===== src/rtl/icc_pkg.sv =====
package icc_pkg;

    localparam logic [1:0] KIND_FETCH = 2'd0;
    localparam logic [1:0] RSP_DATA   = 2'd1;

    typedef enum logic [1:0] {
        MS_IDLE,
        MS_WAIT,
        MS_SEND,
        MS_FILL
    } miss_phase_e;

endpackage


===== src/rtl/icc_line_store.sv =====
module icc_line_store #(
    parameter int SETS   = 4,
    parameter int WAYS   = 2,
    parameter int TAG_W  = 8,
    parameter int DATA_W = 64,
    localparam int IDX_W = $clog2(SETS),
    localparam int WAY_W = (WAYS > 1) ? $clog2(WAYS) : 1
) (
    input  logic                          clk,
    input  logic                          rst_n,
    input  logic [IDX_W-1:0]              rd_set_a,
    output logic [WAYS-1:0]               a_valid,
    output logic [WAYS-1:0][TAG_W-1:0]    a_tag,
    output logic [WAYS-1:0][DATA_W-1:0]   a_data,
    input  logic [IDX_W-1:0]              rd_set_b,
    output logic [WAYS-1:0]               b_valid,
    output logic [WAYS-1:0][TAG_W-1:0]    b_tag,
    input  logic                          wr_en,
    input  logic [IDX_W-1:0]              wr_set,
    input  logic [WAY_W-1:0]              wr_way,
    input  logic [TAG_W-1:0]              wr_tag,
    input  logic [DATA_W-1:0]             wr_data,
    input  logic                          inv_en,
    input  logic [IDX_W-1:0]              inv_set,
    input  logic [WAY_W-1:0]              inv_way
);

    typedef struct packed {
        logic [SETS-1:0][WAYS-1:0]              valid;
        logic [SETS-1:0][WAYS-1:0][TAG_W-1:0]   tag;
        logic [SETS-1:0][WAYS-1:0][DATA_W-1:0]  data;
    } store_t;

    store_t st_d, st_q;

    always_comb begin
        st_d = st_q;
        if (inv_en) begin
            st_d.valid[inv_set][inv_way] = 1'b0;
        end
        if (wr_en) begin
            st_d.valid[wr_set][wr_way] = 1'b1;
            st_d.tag[wr_set][wr_way]   = wr_tag;
            st_d.data[wr_set][wr_way]  = wr_data;
        end
    end

    always_ff @(posedge clk) begin
        if (!rst_n) begin
            st_q <= '0;
        end else begin
            st_q <= st_d;
        end
    end

    assign a_valid = st_q.valid[rd_set_a];
    assign a_tag   = st_q.tag[rd_set_a];
    assign a_data  = st_q.data[rd_set_a];
    assign b_valid = st_q.valid[rd_set_b];
    assign b_tag   = st_q.tag[rd_set_b];

endmodule


===== src/rtl/icc_way_match.sv =====
module icc_way_match #(
    parameter int WAYS  = 2,
    parameter int TAG_W = 8,
    localparam int WAY_W = (WAYS > 1) ? $clog2(WAYS) : 1
) (
    input  logic [WAYS-1:0]             valid,
    input  logic [WAYS-1:0][TAG_W-1:0]  tag,
    input  logic [TAG_W-1:0]            key,
    output logic                        hit,
    output logic [WAY_W-1:0]            hit_way
);

    always_comb begin
        hit     = 1'b0;
        hit_way = '0;
        for (int w = 0; w < WAYS; w++) begin
            if (valid[w] && (tag[w] == key) && !hit) begin
                hit     = 1'b1;
                hit_way = WAY_W'(w);
            end
        end
    end

endmodule


===== src/rtl/icc_victim_rr.sv =====
module icc_victim_rr #(
    parameter int SETS = 4,
    parameter int WAYS = 2,
    localparam int IDX_W = $clog2(SETS),
    localparam int WAY_W = (WAYS > 1) ? $clog2(WAYS) : 1
) (
    input  logic              clk,
    input  logic              rst_n,
    input  logic [IDX_W-1:0]  rd_set,
    output logic [WAY_W-1:0]  victim,
    input  logic              adv_en,
    input  logic [IDX_W-1:0]  adv_set
);

    typedef struct packed {
        logic [SETS-1:0][WAY_W-1:0] ptr;
    } rr_t;

    rr_t rr_d, rr_q;

    always_comb begin
        rr_d = rr_q;
        if (adv_en) begin
            if (rr_q.ptr[adv_set] == WAY_W'(WAYS - 1)) begin
                rr_d.ptr[adv_set] = '0;
            end else begin
                rr_d.ptr[adv_set] = rr_q.ptr[adv_set] + WAY_W'(1);
            end
        end
    end

    always_ff @(posedge clk) begin
        if (!rst_n) begin
            rr_q <= '0;
        end else begin
            rr_q <= rr_d;
        end
    end

    assign victim = rr_q.ptr[rd_set];

endmodule


===== src/rtl/icc_miss_slot.sv =====
module icc_miss_slot
    import icc_pkg::*;
#(
    parameter int ADDR_W    = 16,
    parameter int OFF_BITS  = 6,
    parameter int ISSUE_LAT = 80,
    localparam int CNT_W    = $clog2(ISSUE_LAT + 1),
    localparam int LINE_W   = ADDR_W - OFF_BITS
) (
    input  logic               clk,
    input  logic               rst_n,
    input  logic               start,
    input  logic [ADDR_W-1:0]  start_addr,
    input  logic               dq_ready,
    input  logic               fill_pop,
    input  logic [LINE_W-1:0]  fill_line,
    output logic               busy,
    output logic               dq_valid,
    output logic [ADDR_W-1:0]  dq_addr
);

    typedef struct packed {
        miss_phase_e        phase;
        logic [CNT_W-1:0]   cnt;
        logic [ADDR_W-1:0]  addr;
    } slot_t;

    slot_t sl_d, sl_q;

    always_comb begin
        sl_d = sl_q;
        unique case (sl_q.phase)
            MS_IDLE: begin
                if (start) begin
                    sl_d.addr  = start_addr;
                    sl_d.cnt   = CNT_W'(ISSUE_LAT - 1);
                    sl_d.phase = MS_WAIT;
                end
            end
            MS_WAIT: begin
                if (sl_q.cnt == '0) begin
                    sl_d.phase = MS_SEND;
                end else begin
                    sl_d.cnt = sl_q.cnt - CNT_W'(1);
                end
            end
            MS_SEND: begin
                if (dq_ready) begin
                    sl_d.phase = MS_FILL;
                end
            end
            MS_FILL: begin
                if (fill_pop && (fill_line == sl_q.addr[ADDR_W-1:OFF_BITS])) begin
                    sl_d.phase = MS_IDLE;
                end
            end
            default: sl_d.phase = MS_IDLE;
        endcase
    end

    always_ff @(posedge clk) begin
        if (!rst_n) begin
            sl_q <= '{phase: MS_IDLE, cnt: '0, addr: '0};
        end else begin
            sl_q <= sl_d;
        end
    end

    assign busy     = (sl_q.phase != MS_IDLE);
    assign dq_valid = (sl_q.phase == MS_SEND);
    assign dq_addr  = sl_q.addr;

endmodule


===== src/rtl/icache_ctl.sv =====
module icache_ctl
    import icc_pkg::*;
#(
    parameter int ADDR_W    = 16,
    parameter int OFF_BITS  = 6,
    parameter int SETS      = 4,
    parameter int WAYS      = 2,
    parameter int DATA_W    = 64,
    parameter int BANK_BITS = 2,
    parameter int ISSUE_LAT = 80,
    parameter int REQ_ID_W  = 4,
    parameter logic [REQ_ID_W-1:0] REQ_ID = 4'd5
) (
    input  logic                  clk,
    input  logic                  rst_n,
    input  logic                  fq_valid,
    output logic                  fq_ready,
    input  logic [1:0]            fq_kind,
    input  logic [ADDR_W-1:0]     fq_addr,
    output logic                  fr_valid,
    input  logic                  fr_ready,
    output logic [ADDR_W-1:0]     fr_addr,
    output logic [DATA_W-1:0]     fr_data,
    output logic                  dq_valid,
    input  logic                  dq_ready,
    output logic [ADDR_W-1:0]     dq_addr,
    output logic [BANK_BITS-1:0]  dq_bank,
    output logic [REQ_ID_W-1:0]   dq_src,
    input  logic                  dr_valid,
    output logic                  dr_ready,
    input  logic [1:0]            dr_kind,
    input  logic [ADDR_W-1:0]     dr_addr,
    input  logic [DATA_W-1:0]     dr_data,
    output logic [1:0]            proto_err
);

    localparam int IDX_W  = $clog2(SETS);
    localparam int TAG_W  = ADDR_W - OFF_BITS - IDX_W;
    localparam int WAY_W  = (WAYS > 1) ? $clog2(WAYS) : 1;
    localparam int LINE_W = ADDR_W - OFF_BITS;

    typedef struct packed {
        logic               fr_valid;
        logic [ADDR_W-1:0]  fr_addr;
        logic [DATA_W-1:0]  fr_data;
        logic [1:0]         err;
    } top_t;

    top_t t_d, t_q;

    // address split
    logic [IDX_W-1:0] f_set, r_set;
    logic [TAG_W-1:0] f_tag, r_tag;
    assign f_set = fq_addr[OFF_BITS +: IDX_W];
    assign f_tag = fq_addr[ADDR_W-1 -: TAG_W];
    assign r_set = dr_addr[OFF_BITS +: IDX_W];
    assign r_tag = dr_addr[ADDR_W-1 -: TAG_W];

    // line store views
    logic [WAYS-1:0]              a_valid, b_valid;
    logic [WAYS-1:0][TAG_W-1:0]   a_tag, b_tag;
    logic [WAYS-1:0][DATA_W-1:0]  a_data;

    logic             wr_en, inv_en, rr_adv, miss_start, miss_busy, fill_pop;
    logic [WAY_W-1:0] wr_way, victim;
    logic             f_hit, r_hit, r_free;
    logic [WAY_W-1:0] f_hit_way, r_hit_way, r_free_way;
    logic             out_free;

    icc_line_store #(
        .SETS(SETS), .WAYS(WAYS), .TAG_W(TAG_W), .DATA_W(DATA_W)
    ) u_store (
        .clk(clk), .rst_n(rst_n),
        .rd_set_a(f_set), .a_valid(a_valid), .a_tag(a_tag), .a_data(a_data),
        .rd_set_b(r_set), .b_valid(b_valid), .b_tag(b_tag),
        .wr_en(wr_en), .wr_set(r_set), .wr_way(wr_way), .wr_tag(r_tag), .wr_data(dr_data),
        .inv_en(inv_en), .inv_set(r_set), .inv_way(victim)
    );

    icc_way_match #(.WAYS(WAYS), .TAG_W(TAG_W)) u_match_f (
        .valid(a_valid), .tag(a_tag), .key(f_tag), .hit(f_hit), .hit_way(f_hit_way)
    );

    icc_way_match #(.WAYS(WAYS), .TAG_W(TAG_W)) u_match_r (
        .valid(b_valid), .tag(b_tag), .key(r_tag), .hit(r_hit), .hit_way(r_hit_way)
    );

    icc_victim_rr #(.SETS(SETS), .WAYS(WAYS)) u_rr (
        .clk(clk), .rst_n(rst_n), .rd_set(r_set), .victim(victim),
        .adv_en(rr_adv), .adv_set(r_set)
    );

    icc_miss_slot #(
        .ADDR_W(ADDR_W), .OFF_BITS(OFF_BITS), .ISSUE_LAT(ISSUE_LAT)
    ) u_miss (
        .clk(clk), .rst_n(rst_n), .start(miss_start), .start_addr(fq_addr),
        .dq_ready(dq_ready), .fill_pop(fill_pop), .fill_line(dr_addr[ADDR_W-1:OFF_BITS]),
        .busy(miss_busy), .dq_valid(dq_valid), .dq_addr(dq_addr)
    );

    // lowest free way of the response set
    always_comb begin
        r_free     = 1'b0;
        r_free_way = '0;
        for (int w = 0; w < WAYS; w++) begin
            if (!b_valid[w] && !r_free) begin
                r_free     = 1'b1;
                r_free_way = WAY_W'(w);
            end
        end
    end

    assign wr_way   = r_hit ? r_hit_way : r_free_way;
    assign out_free = !t_q.fr_valid || fr_ready;
    assign fill_pop = dr_valid && dr_ready && (dr_kind == RSP_DATA);

    always_comb begin
        t_d        = t_q;
        t_d.err    = '0;
        fq_ready   = 1'b0;
        dr_ready   = 1'b0;
        wr_en      = 1'b0;
        inv_en     = 1'b0;
        rr_adv     = 1'b0;
        miss_start = 1'b0;
        if (fr_ready) begin
            t_d.fr_valid = 1'b0;
        end
        if (dr_valid) begin
            if (dr_kind != RSP_DATA) begin
                dr_ready   = 1'b1;
                t_d.err[1] = 1'b1;
            end else if (r_hit || r_free) begin
                if (out_free) begin
                    dr_ready     = 1'b1;
                    wr_en        = 1'b1;
                    t_d.fr_valid = 1'b1;
                    t_d.fr_addr  = dr_addr;
                    t_d.fr_data  = dr_data;
                end
            end else begin
                // full set: drop one way now, take the fill next cycle
                inv_en = 1'b1;
                rr_adv = 1'b1;
            end
        end else if (fq_valid) begin
            if (fq_kind != KIND_FETCH) begin
                fq_ready   = 1'b1;
                t_d.err[0] = 1'b1;
            end else if (f_hit) begin
                if (out_free) begin
                    fq_ready     = 1'b1;
                    t_d.fr_valid = 1'b1;
                    t_d.fr_addr  = fq_addr;
                    t_d.fr_data  = a_data[f_hit_way];
                end
            end else if (!miss_busy) begin
                fq_ready   = 1'b1;
                miss_start = 1'b1;
            end
        end
    end

    always_ff @(posedge clk) begin
        if (!rst_n) begin
            t_q <= '0;
        end else begin
            t_q <= t_d;
        end
    end

    assign fr_valid  = t_q.fr_valid;
    assign fr_addr   = t_q.fr_addr;
    assign fr_data   = t_q.fr_data;
    assign proto_err = t_q.err;
    assign dq_bank   = dq_addr[OFF_BITS +: BANK_BITS];
    assign dq_src    = REQ_ID;

endmodule


===== config.mk =====
export PLATFORM = sky130hd
export DESIGN_NAME = icache_ctl
export DESIGN_NICKNAME = d
export VERILOG_FILES = /design/src/rtl/icc_pkg.sv /design/src/rtl/icc_line_store.sv /design/src/rtl/icc_way_match.sv /design/src/rtl/icc_victim_rr.sv /design/src/rtl/icc_miss_slot.sv /design/src/rtl/icache_ctl.sv
export SDC_FILE = /design/constraint.sdc
export NUM_CORES = 2
export LEC_CHECK = 0
export ABC_AREA = 1
export BUFFER_PORTS_ARGS = -buffer_cell sky130_fd_sc_hd__buf_4
export CAP_MARGIN = 15
export CORE_MARGIN = 2
export CORE_UTILIZATION = 25
export DETAILED_ROUTE_END_ITERATION = 16
export GPL_TIMING_DRIVEN = 0
export MAX_ROUTING_LAYER = met4
export SLEW_MARGIN = 20
export SYNTH_ARGS = -nofsm -noshare
export SYNTH_HDL_FRONTEND = slang
export SYNTH_HIERARCHICAL = 1
export SYNTH_SLANG_ARGS = --single-unit

===== constraint.sdc =====
create_clock -name clk -period 8.9 [get_ports clk]
set_input_delay 0.445 -clock clk [delete_from_list [all_inputs] [get_ports clk]]
set_output_delay 0.445 -clock clk [all_outputs]
set_load 0.01 [all_outputs]

# [After elaboration in Yosys (flattened, before gate mapping)]
# Index checks and enable logic that the tools add are counted.
[classes] n_addsub=2 magnitude_cmp=8 eq_ne=18 n_mux=84 n_bitwise=7 reduce_logical=32
[ops] cell="two-way mux 81 bit" n=8
[ops] cell="two-way mux 584 bit" n=1
[ops] cell="bitwise mux 512 bit" n=1
[ops] cell="binary-select mux 128 bit (select 2 bit)" n=1
[ops] cell="demux 128 bit (select 2 bit)" n=1
[ops] cell="two-way mux 128 bit" n=2
[ops] cell="two-way mux 64 bit" n=3
[ops] cell="binary-select mux 16 bit (select 2 bit)" n=2
[ops] cell="bitwise mux 64 bit" n=1
[ops] cell="demux 64 bit (select 1 bit)" n=1
[ops] cell="two-way mux 16 bit" n=3
[ops] cell="two-way mux 1 bit" n=35
[ops] cell="demux 16 bit (select 2 bit)" n=1
[ops] cell="== test 8 bit" n=4
[ops] cell="two-way mux 25 bit" n=1
[ops] cell="two-way mux 8 bit" n=2
[ops] cell="two-way mux 2 bit" n=7
[ops] cell="one-hot mux 7 bit (2 select lines)" n=1
[ops] cell="logical AND 1 bit" n=13
[ops] cell="== test 10 bit" n=1
[ops] cell="inequality test 2 x 1 -> 1 bit, second input constant" n=5
[ops] cell="nonzero test 2 bit" n=5
[ops] cell="AND 8 bit" n=1
[ops] cell="binary-select mux 2 bit (select 2 bit)" n=2
[ops] cell="32 further kinds" n=49
[word_totals] register_bits=696 in_bits=106

# [Logic depth before layout (Yosys ltp)]
[depth] depth_word=17 ltp_mapped=27

# [By module]
# Netlist, hierarchy kept.
[by_module_without_submodules] module="icc_line_store" instances=1 cells_per_inst=3991 area_per_inst_um2=25675.9 seq_area_each_um2=11691.2
[by_module_without_submodules] module="icache_ctl" instances=1 cells_per_inst=1039 area_per_inst_um2=5680.4 seq_area_each_um2=1661.6
[by_module_without_submodules] module="icc_miss_slot" instances=1 cells_per_inst=218 area_per_inst_um2=1486.4 seq_area_each_um2=500.5
[by_module_without_submodules] module="icc_way_match" instances=2 cells_per_inst=87 area_per_inst_um2=367.9 seq_area_each_um2=0.0
[by_module_without_submodules] module="icc_victim_rr" instances=1 cells_per_inst=44 area_per_inst_um2=272.8 seq_area_each_um2=80.1

# [Least setup slack after synthesis]
# Ideal clock, no wire load.
[synth_path] kind="input-to-reg" from="input port dr_addr[6]" to="register u_store/st_q[333] (netlist name)" arrival_time_ps=3027 required_time_ps=8836 slack_ps=5809 cell_stages=21 path_buffers=4 path_cell_list="buf_2 clkinv_1 clkbuf_1 nor2_1 o22ai_1 inv_1 a21oi_1 nand2_1 nor2_1 nand3_1 nand2_1 inv_2 nand3_1 nand2_1 nor2_1 nand2_2 nor2_4 buf_2 buf_2 nor2_1 nor2_1"
[synth_rtl] element="start: declaration" line="icache_ctl.sv:32" text="input logic [ADDR_W-1:0] dr_addr,"
[synth_rtl] element="binary-select mux 2 bit (select 2 bit) (*)" line="icc_line_store.sv:59" text="assign b_valid = st_q.valid[rd_set_b];"
[synth_rtl] element="two-way mux 2 bit (not written as such) (*)" line="icc_line_store.sv:59"
[synth_rtl] element="net b_valid[0]" line="icache_ctl.sv:60" text="logic [WAYS-1:0] a_valid, b_valid;"
[synth_rtl] element="logical AND 1 bit (*)" line="icc_way_match.sv:17" text="if (valid[w] && (tag[w] == key) && !hit) begin"
[synth_rtl] element="two-way mux 1 bit (*)" line="icc_way_match.sv:17"
[synth_rtl] element="logical NOT 1 bit" line="icc_way_match.sv:17"
[synth_rtl] element="logical AND 1 bit" line="icc_way_match.sv:17"
[synth_rtl] element="two-way mux 1 bit (*)" line="icc_way_match.sv:17"
[synth_rtl] element="net r_hit" line="icache_ctl.sv:66" text="logic f_hit, r_hit, r_free;"
[synth_rtl] element="logical OR 1 bit (*)" line="icache_ctl.sv:133" text="end else if (r_hit || r_free) begin"
[synth_rtl] element="two-way mux 1 bit (*)" line="icache_ctl.sv:133"
[synth_rtl] element="two-way mux 1 bit (*)" line="icache_ctl.sv:130" text="if (dr_kind != RSP_DATA) begin"
[synth_rtl] element="two-way mux 1 bit (*)" line="icache_ctl.sv:129" text="if (dr_valid) begin"
[synth_rtl] element="net wr_en" line="icache_ctl.sv:64" text="logic wr_en, inv_en, rr_adv, miss_start, miss_busy, fill_pop;"
[synth_rtl] element="end signal: assignment" line="icc_line_store.sv:52" text="st_q <= st_d;"
[synth_rtl] element="end: declaration" line="icc_line_store.sv:34" text="store_t st_d, st_q;"
# The timed path passes the listed nets; every way through them passes the cells marked *. The select of a mux whose other input is x is not followed.
# A chain may end at the register's enable or synchronous reset.

# [Worst setup path after layout]
[layout_path] from="input port fq_addr[6]" to="output port fq_ready"
[layout_rtl] element="start: declaration" line="icache_ctl.sv:19" text="input logic [ADDR_W-1:0] fq_addr,"
[layout_rtl] element="binary-select mux 2 bit (select 2 bit) (*)" line="icc_line_store.sv:56" text="assign a_valid = st_q.valid[rd_set_a];"
[layout_rtl] element="two-way mux 2 bit (not written as such) (*)" line="icc_line_store.sv:56"
[layout_rtl] element="net a_valid[0]" line="icache_ctl.sv:60"
[layout_rtl] element="logical AND 1 bit (*)" line="icc_way_match.sv:17"
[layout_rtl] element="two-way mux 1 bit (*)" line="icc_way_match.sv:17"
[layout_rtl] element="logical NOT 1 bit" line="icc_way_match.sv:17"
[layout_rtl] element="logical AND 1 bit" line="icc_way_match.sv:17"
[layout_rtl] element="two-way mux 1 bit (*)" line="icc_way_match.sv:17"
[layout_rtl] element="net f_hit" line="icache_ctl.sv:66"
[layout_rtl] element="two-way mux 1 bit (*)" line="icache_ctl.sv:150" text="end else if (f_hit) begin"
[layout_rtl] element="two-way mux 1 bit (*)" line="icache_ctl.sv:147" text="if (fq_kind != KIND_FETCH) begin"
[layout_rtl] element="two-way mux 1 bit (*)" line="icache_ctl.sv:146" text="end else if (fq_valid) begin"
[layout_rtl] element="two-way mux 1 bit (*)" line="icache_ctl.sv:129"
[layout_rtl] element="end: declaration" line="icache_ctl.sv:17" text="output logic fq_ready,"
# Marks and branches as above.

==> flow_summary.yaml <==
drt:
  routed-via-count: 35970
  drc: 0
  met1Wirelength_um: 58330
  met3_wirelength_um: 12250
  postRouteAntennaNets: 0
  avgViaCountPerCell: 4.720
  topRoutingLayerUsed: "met4"
  drt_wl_total_um: 139100
  firstDrtPassIters: 6
  route.met2.wl_um: 62920
  routed_wire_length_per_instance_um: 18.25
  iteration_0_drc_markers: 3672
clock_network:
  cts_setup_buffers: 0
  cts_buf_count: 80
  clk_latency_ns: 0.67
  clockRootBuffer: "sky130_fd_sc_hd__clkbuf_16"
  ctsHtreeMaxLevel: 3
  cts_hold_fix_bufs: 0
  clk_path_buf_depth: 3
  cts_tree: "yes"
  clkSlewWorstSetupHoldPaths_ns: 0.06
  cts_repair_resize_count: 0
  tritoncts_sinks: 696
placement:
  portBuffers: 209
  gp_congestion: 0.9310
  hpwl_um: 102000
flow_run:
  maxCapViolations: 0
floorplanning:
  design.portCount: 214
  start_util: 0.2508
  die_area_um2: 138400
  fp-row-count: 135
  placeableCoreArea_um2: 135000
  die_height_um: 372.0
  fp.dieW_um: 372.0
power:
  power.static_leakage_uw: 0.01754
  vdd.ir_drop.worst_v: 0.0001244
  cellPowerDensity_nw_per_um2: 190.1
setup_path:
  critPathBufInv: 8
  worst_ep_arrival_time_ns: 4.95
  endpoint_kind: "primary output"
  worst_setup_sp_type: "input pin"
  worst_ep_required_time_ns: 8.46
  worst-path-max-fanout: 10
  slowest_stage: "sky130_fd_sc_hd__clkbuf_1"
  critical_path.top_delay_family: "buffers and inverters"
  max_stage_delay_ns: 0.94
  crit_type: "input pin to primary output"
  path_cells: "buf_4 > inv_1 > clkbuf_1 > clkbuf_1 > o21ai_0 > o22ai_1 > inv_1 > a21oi_1 > nand2_1 > nor2_1 > nand3_1 > nand2_1 > inv_1 > nor2_4 > buf_2 > nor2_1 > nor2_1 > buf_4"
global_route:
  grt_first_pass_wirelength_um: 204700
  grt_start_max_net_pins: 23
  grt.total_usage: 0.1994
  grt_pass1_vias: 32750
  gr-total-overflow: 0
  grt_antenna_before_repair: 17
timing:
  maxSlewViolCount: 0
  fin_skew_ns: 0.03487
  maxClockFrequency_mhz: 185.4
  fin_crit_share: 0.6061
  fin_crit_ns: 5.394
  finalSetupTns_ns: 0
  max-slew-margin-rel: 0.2081
  setup_violations: 0
  tightest_slew_ns: 1.188
  fin_hold_ws_ns: 0.03322
  hold_violations: 0
  grt_setup_unrepaired: "no"
finish:
  layout_commonest_cell: "sky130_fd_sc_hd__nor2_1"
  finalCoreUtilization: 0.3008
  final_layout_size_suffix_gt1_frac: 0.09266
  final_net_count: 5877
  area.growth.synth_to_final_pct: 19.92
  final.fill_count: 14920
  layout_common_cells: "sky130_fd_sc_hd__nor2_1 (1713), sky130_fd_sc_hd__nand2_1 (1323), sky130_fd_sc_hd__dfxtp_1 (696), sky130_fd_sc_hd__o21ai_0 (552), sky130_fd_sc_hd__inv_1 (314)"
  multi_input_area_um2: 16940
  regArea_um2: 13930
logic_synthesis:
  mappedNetlistArea_um2: 33850
  synth.distinct_cells: 35
  synthesis.yosys.warnings: 6
  ys_seq_area_frac: 0.4116
  ys_ff_latch: 696
  post_synth.cell_area_avg_um2: 6.193
  netlist_instances: 5466
min_path:
  worst_hold_path_class: "input pin to flip-flop"
outcome:
  status: "finished clean"
## state kept, by name, summed over array words and instances (netlist names)
signal and cells:
fr_data 64, u_rr/rr_q 4, proto_err 2, u_miss/sl_q 9
u_store/st_q 584, fr_addr 16, fr_valid 1, u_miss/dq_addr 16
## routing by layer
layer | track usage | up-vias
li1 | - | 17610
met1 | 0.2490 | 16650
met2 | 0.3158 | 1476
met3 | 0.03545 | 232
met4 | 0.08429 | 0
met5 | - | -
## cells by family after synthesis
logic type | share of synthesized area
AO/OA/AOI/OAI | 0.1211
XOR/XNOR | 0.001811
adder cells (fa/ha/maj) | 0.002587
buffers and inverters | 0.08886
flip-flops | 0.4116
other | 0.0002219
AND/OR/NAND/NOR | 0.3738
## synthesized netlist by cell type, drive strengths merged
library cell  instances  area, um^2
nand4                 6       37.54
buf                 169       937.1
nor2               1729        6570
clkbuf              219       822.0
a21oi                34       188.9
dfxtp               696       13930
nor3                  7       45.04
conb                  2       7.510
nor4                  1       6.260
ha                    7       87.58
nand3               181       935.9
or2                   4       25.02
xnor2                 5       43.79
o21ai               573        2868
xor2                  2       17.52
inv                 331        1245
o22ai               164        1026
o211a                 1       10.01
clkinv                1       3.750
o21bai                1       7.510
nand2              1333        5034
## worst min-delay path, stage by stage
cell and delay (ns):
sky130_fd_sc_hd__buf_4 0.09, sky130_fd_sc_hd__nor2_1 0.04, sky130_fd_sc_hd__nor2_1 0.08
## layout make-up
type | count | area share
Multi-Input combinational cell | 4052 | 0.4173
Sequential cell | 696 | 0.3432
Clock buffer | 113 | 0.05638
Tap cell | 1781 | 0.05490
Buffer | 388 | 0.04340
Timing Repair Buffer | 214 | 0.04204
Inverter | 332 | 0.03076
Clock inverter | 33 | 0.01134
Antenna cell | 11 | 0.0006781
## where the power goes
group          switching (uW)  internal [uW]  leakage [uW]
Combinational             669            316        0.0106
Sequential               43.1           3190       0.00563
Clock                    1430           2070       0.00133
Total                    2150           5570        0.0175
## metrics by stage
| step | area (um^2) | setup slack (ns) | total power [uW] | cells |
|---|---|---|---|---|
| after floorplan | 33860 | 5.810 | 3864 | 5468 |
| after global placement | 37660 | 2.627 | 4258 | 7458 |
| after detailed placement | 37820 | 3.109 | 4273 | 7463 |
| after CTS | 40570 | 3.595 | 7757 | 7609 |
| after global routing | 40590 | 3.337 | 7991 | 7618 |
| final | 40590 | 3.506 | 7718 | 7620 |
## final timing paths
check                                  from                              to  slack, ns  cells after the start
max reg2reg    u_store/st_q[580]$_SDFF_PN0_  u_store/st_q[479]$_SDFFE_PN0P_       4.40                     18
max                              fq_addr[6]                        fq_ready       3.51                     18
min                             dr_data[41]  u_store/st_q[489]$_SDFFE_PN0P_       0.03                      3
min reg2reg  u_store/st_q[136]$_SDFFE_PN0P_  u_store/st_q[136]$_SDFFE_PN0P_       0.47                      2
No activity file was read; power rests on OpenSTA's default activity.
